`config.mk`:
```
export PLATFORM = sky130hd
export DESIGN_NAME = zx_status_irq
export DESIGN_NICKNAME = d
export VERILOG_FILES = /design/src/rtl/zx_pkg.sv /design/src/rtl/zx_ctrl_reg.sv /design/src/rtl/zx_sync.sv /design/src/rtl/zx_status.sv /design/src/rtl/zx_flag.sv /design/src/rtl/zx_status_irq.sv
export SDC_FILE = /design/constraint.sdc
export NUM_CORES = 1
export LEC_CHECK = 0
export ABC_AREA = 1
export BUFFER_PORTS_ARGS = -buffer_cell sky130_fd_sc_hd__clkbuf_2
export CAP_MARGIN = 20
export CORE_AREA = 3 3 40 42
export DETAILED_ROUTE_END_ITERATION = 8
export DIE_AREA = 0 0 43 45
export PLACE_DENSITY = 0.54
export SETUP_SLACK_MARGIN = 0.05
export SLEW_MARGIN = 20
export SYNTH_ARGS = -nofsm -noshare
export SYNTH_HDL_FRONTEND = slang
export SYNTH_SLANG_ARGS = --single-unit
```
`constraint.sdc`:
```
create_clock -name clk -period 0.81 [get_ports clk]
set_input_delay 0.0405 -clock clk [delete_from_list [all_inputs] [get_ports clk]]
set_output_delay 0.0405 -clock clk [all_outputs]
set_load 0.01 [all_outputs]
```
`src/rtl/zx_pkg.sv`:
```
// Package: shared types for the zero-cross status and interrupt block.
// Assumes the control word is four bits wide, with the enable in the LSB.
package zx_pkg;
    localparam int CTRL_W = 4;

    // Control register layout. A packed struct lists its MSB first:
    // fall_en is bit 3, rise_en bit 2, pol bit 1, en bit 0.
    typedef struct packed {
        logic fall_en;
        logic rise_en;
        logic pol;
        logic en;
    } zx_ctrl_t;
endpackage

```
`src/rtl/zx_ctrl_reg.sv`:
```
// Module: control register loaded from the write port.
// A write takes effect on the clock edge that samples ctrl_we.
// Reset clears every field to 0.
module zx_ctrl_reg
    import zx_pkg::*;
(
    input  logic              clk,
    input  logic              rst_n,
    input  logic              we,
    input  logic [CTRL_W-1:0] wdata,
    output zx_ctrl_t          ctrl_q
);
    // Load the control fields on a write and clear them on reset.
    always_ff @(posedge clk) begin
        if (!rst_n)
            ctrl_q <= '0;
        else if (we)
            ctrl_q <= zx_ctrl_t'(wdata);
    end
endmodule

```
`src/rtl/zx_sync.sv`:
```
// Module: multi-stage synchronizer for one asynchronous level.
// Assumes STAGES >= 2. Reset clears every stage to 0.
module zx_sync #(
    parameter int STAGES = 2
) (
    input  logic clk,
    input  logic rst_n,
    input  logic d,
    output logic q
);
    logic [STAGES-1:0] stg;

    generate
        for (genvar i = 0; i < STAGES; i++) begin : g_stage
            if (i == 0) begin : g_first
                // The first stage samples the asynchronous input.
                always_ff @(posedge clk) begin
                    if (!rst_n) stg[0] <= 1'b0;
                    else        stg[0] <= d;
                end
            end else begin : g_next
                // Each later stage re-registers the stage before it.
                always_ff @(posedge clk) begin
                    if (!rst_n) stg[i] <= 1'b0;
                    else        stg[i] <= stg[i-1];
                end
            end
        end
    endgenerate

    assign q = stg[STAGES-1];
endmodule

```
`src/rtl/zx_status.sv`:
```
// Module: status path and edge detection.
// The held level follows the synchronized comparator only while enabled.
// The polarity is applied after the hold, so a polarity change is visible
// even while disabled. The previous status is registered, and an edge is
// the difference between the current status and that registered value.
module zx_status (
    input  logic clk,
    input  logic rst_n,
    input  logic lvl_sync,
    input  logic en,
    input  logic pol,
    output logic status,
    output logic rise_ev,
    output logic fall_ev
);
    logic held_q;
    logic prev_q;

    // Track the synchronized level while enabled, otherwise hold it.
    always_ff @(posedge clk) begin
        if (!rst_n)  held_q <= 1'b0;
        else if (en) held_q <= lvl_sync;
    end

    // Apply the polarity to the held level.
    always_comb begin
        status = held_q ^ pol;
    end

    // Remember the status of the last cycle for edge detection.
    always_ff @(posedge clk) begin
        if (!rst_n) prev_q <= 1'b0;
        else        prev_q <= status;
    end

    // Decode the direction of a status change.
    always_comb begin
        rise_ev = status & ~prev_q;
        fall_ev = ~status & prev_q;
    end
endmodule

```
`src/rtl/zx_flag.sv`:
```
// Module: sticky interrupt flag and request gating.
// Setting has priority over the software clear within the same cycle.
// The request is combinational from the flag and the three gates.
module zx_flag (
    input  logic clk,
    input  logic rst_n,
    input  logic rise_ev,
    input  logic fall_ev,
    input  logic rise_en,
    input  logic fall_en,
    input  logic clr,
    input  logic int_en,
    input  logic periph_gate,
    input  logic global_gate,
    output logic edge_hit,
    output logic flag_q,
    output logic irq
);
    // Qualify each detected edge with its enable.
    always_comb begin
        edge_hit = (rise_ev & rise_en) | (fall_ev & fall_en);
    end

    // Set on a qualified edge, otherwise clear on the strobe, otherwise hold.
    always_ff @(posedge clk) begin
        if (!rst_n)        flag_q <= 1'b0;
        else if (edge_hit) flag_q <= 1'b1;
        else if (clr)      flag_q <= 1'b0;
    end

    // Request the interrupt only when every gate is open.
    always_comb begin
        irq = flag_q & int_en & periph_gate & global_gate;
    end
endmodule

```
`src/rtl/zx_status_irq.sv`:
```
// Module: top of the zero-cross status and interrupt block.
// Assumes one clock, and cmp_raw_i as the only asynchronous input.
// SYNC_STAGES sets the depth of the comparator synchronizer.
module zx_status_irq
    import zx_pkg::*;
#(
    parameter int SYNC_STAGES = 2
) (
    input  logic              clk,
    input  logic              rst_n,
    input  logic              cmp_raw_i,
    input  logic              ctrl_we_i,
    input  logic [CTRL_W-1:0] ctrl_wdata_i,
    input  logic              int_en_i,
    input  logic              periph_gate_i,
    input  logic              global_gate_i,
    input  logic              flag_clr_i,
    output logic              status_o,
    output logic              flag_o,
    output logic              irq_o
);
    zx_ctrl_t ctrl_q;
    logic     lvl_sync;
    logic     rise_ev;
    logic     fall_ev;
    logic     edge_hit;

    zx_ctrl_reg u_ctrl (
        .clk    (clk),
        .rst_n  (rst_n),
        .we     (ctrl_we_i),
        .wdata  (ctrl_wdata_i),
        .ctrl_q (ctrl_q)
    );

    zx_sync #(.STAGES(SYNC_STAGES)) u_sync (
        .clk   (clk),
        .rst_n (rst_n),
        .d     (cmp_raw_i),
        .q     (lvl_sync)
    );

    zx_status u_stat (
        .clk      (clk),
        .rst_n    (rst_n),
        .lvl_sync (lvl_sync),
        .en       (ctrl_q.en),
        .pol      (ctrl_q.pol),
        .status   (status_o),
        .rise_ev  (rise_ev),
        .fall_ev  (fall_ev)
    );

    zx_flag u_flag (
        .clk         (clk),
        .rst_n       (rst_n),
        .rise_ev     (rise_ev),
        .fall_ev     (fall_ev),
        .rise_en     (ctrl_q.rise_en),
        .fall_en     (ctrl_q.fall_en),
        .clr         (flag_clr_i),
        .int_en      (int_en_i),
        .periph_gate (periph_gate_i),
        .global_gate (global_gate_i),
        .edge_hit    (edge_hit),
        .flag_q      (flag_o),
        .irq         (irq_o)
    );
endmodule

```
==> flow_summary.toml <==
[setup_path]
critPathRequiredTime_ns = 0.77
critPathCaptureType = "output pin"
crit_chain = "inv_2, nand2_2, nand2_2, buf_6"
crit_path_frequent_cell = "nand2_2"
timing.rr.start = "u_stat.held_q"
crit_buf_inv = 2
r2r_slack_ns = -0.10
path_delay_family = "flip-flops"
r2r_cells = 6
max_stage_delay_ns = 0.34
rr_endpoint = "u_stat.held_q"
crit_type = "flop to output pin"
start_kind = "flop"
crit_slowest_cell = "dfxtp_2"
worstPathArrival_ns = 0.89
crit_fanout = 2

[timing]
hold_viol = 0
setup_slack_ns = -0.119
slew_headroom_pct = 85.0
final.setup.tns_ns = -0.472
max_slew.worst_pin.slew_ns = 0.222
period_needed_ns = 0.929
setup_viol = 6
period_share_pct = 115
clock.fmax_mhz = 1080
maxSlewViolCount = 0
rsz0062_at_grt = "yes"
finClkSkew_ns = 0.00193

[global_route]
grtUsageTotal_pct = 9.12
grt_antenna_before_repair = 0
grt_first_pass_wirelength_microns = 1260
grt_overflow = 0
grt_pass1_vias = 316
grt_max_degree = 9

[final_layout]
fin_nets = 88
diodes = 0
fin_util_pct = 46.2
area_growth_pct = 71.1
layout_commonest_cell = "clkbuf_2"
stdcell_count = 90
final_cell_mix = "clkbuf_2 (11), inv_1 (8), nand2_1 (7), nor2_1 (6), dfxtp_1 (6)"
fin_area_sq_um = 593
drive_gt1_share_pct = 54.7

[clock_tree]
clk_latency_ns = 0.26
cts.clk_slew.worst_paths_ns = 0.06
clockBufferDepth = 2
cts_sinks = 9
h-tree-depth = 1
clock-root-buffer = "clkbuf_4"
cts_buffers = 3
cts_tree = "done"

[pwr]
ir_drop_uv = 757
p_per_area_nw_per_um2 = 1630
sequentialPowerShare_pct = 50.0
power_switching_share_pct = 23.8
p_leak_nw = 0.315
combPwrFrac_pct = 14.8
p_sw_w = 0.000231
p_clk_share_pct = 35.2
intPower_w = 0.000737

[floorplan]
coreArea_sq_um = 1280
die_h_microns = 45
die_x_microns = 43
die_area_sq_um = 1940
ios = 15
initial_core_util_pct = 27.0
fp-row-count = 13

[logic_synthesis]
syn_inst = 48
synth_nets = 60
synth_area_leaders = "dfxtp_1 (52%), inv_1 (9.7%), nand2_1 (8.7%)"
syn_area_sq_um = 347
yosys_warnings = 0
yosys.area.top_type = "dfxtp_1"
ys_seq_area_share_pct = 52.0
ys_types = 9
ys_ff_latch = 9
avgSynthCellArea_sq_um = 7.22
synth_top_area_share_pct = 52.0

[place]
io_buffers = 14
dpl.hpwl_microns = 513
place_congestion = 0.715
place_ws_ns = -0.0177
dpl_cell_area_sq_um = 438
dp_cells = 77

[hold_path]
hp-class = "input pin to flop"
worstHoldPathCells = 3
worstHoldEndpoint = "u_ctrl.ctrl_q[3]"
holdCritStartpoint = "ctrl_wdata_i[3]"

[run_status]
violations = "negative setup slack"
status = "finished, violations left"

[run]
maxCapViolations = 0

[routing]
vias_per_cell = 4.24
wire_per_inst_microns = 9.07
drc_errors = 0
drt-total-wl_microns = 816
vias = 382
dr.pass1.iters = 4
drtIter0Drc = 11
final_antenna_net_count = 0
## power by group through the flow
stage	clock network, W	registers, W	logic [W]
after detailed placement	0	0.000490	0.0000918
after global placement	0	0.000490	0.0000899
after global routing	0.000373	0.000486	0.000162
after CTS	0.000358	0.000480	0.000120
final	0.000341	0.000484	0.000143
after floorplan	0	0.000488	0.0000474
## worst max path at each step
| stage | depth (start not counted) | slack (ns) | to | start |
|---|---|---|---|---|
| 2_1_floorplan | 7 | 0.01 | u_flag.flag_q | u_stat.held_q |
| 3_3_place_gp | 7 | -0.004 | u_flag.flag_q | u_stat.held_q |
| 3_5_place_dp | 7 | -0.02 | u_flag.flag_q | u_stat.held_q |
| 4_1_cts | 4 | -0.12 | status_o | u_stat.held_q |
| 5_1_grt | 4 | -0.16 | status_o | u_ctrl.ctrl_q[1] |
| 6_report | 4 | -0.12 | status_o | u_stat.held_q |
## area by class of cell
type	count	area [sq um]
multi-input combinational	29	163
timing repair buffer	23	164
inverter	10	37.5
sequential	9	184
clock buffer	4	26.3
fill	129	692
tap	15	18.8
## per-stage QoR
step / total power, W / hold slack [ns]
after floorplan: 0.000536 / 0.134
after global placement: 0.000580 / 0.232
after detailed placement: 0.000582 / 0.239
after CTS: 0.000958 / 0.000439
after global routing: 0.00102 / 0.0126
final: 0.000968 / 0.00488
## cell usage after synthesis
cell,instances
a21oi_1,4
dfxtp_1,9
inv_1,9
inv_2,1
nand2_1,8
nand2_2,3
nand3_1,2
nor2_1,8
o21ai_0,4
## sequential cells by signal (all words and copies together) (netlist names)
signal         flops
u_ctrl.ctrl_q      4
u_sync.q           1
u_stat.prev_q      1
u_stat.held_q      1
u_sync.stg         1
u_flag.flag_q      1
## per-layer routing
| metal | global-route usage, % | share of wire [%] | vias up |
|---|---|---|---|
| li1 | - | - | 200 |
| met1 | 10.3 | 41 | 162 |
| met2 | 13.5 | 46 | 20 |
| met3 | 6.37 | 12 | 0 |
| met4 | 3.61 | 0 | 0 |
| met5 | 0 | 0 | - |
## worst register-to-register path, delay by kind of cell (launching register included)
kind,cells,cell delay [ns]
flip-flops,1,0.34
AND/OR/NAND/NOR,2,0.19
buffers and inverters,3,0.28
AO/OA/AOI/OAI,1,0.03
## logic make-up after synthesis
kind of cell	Yosys count	share of synthesized area, %
simple gates	21	25.6
buf+inv	10	10.8
flops	9	52.0
compound gates	8	11.6
## what timing repair did
item | in CTS | in global routing
pin swaps | 4 | 3
hold endpoints to repair | 1 | 0
cloned | 0 | 0
hold buffers | 1 | 0
setup endpoints to repair | 4 | 6
gates resized for setup | 5 | 13
buffers inserted | 7 | 2
Power figures use the tool's default switching activity.
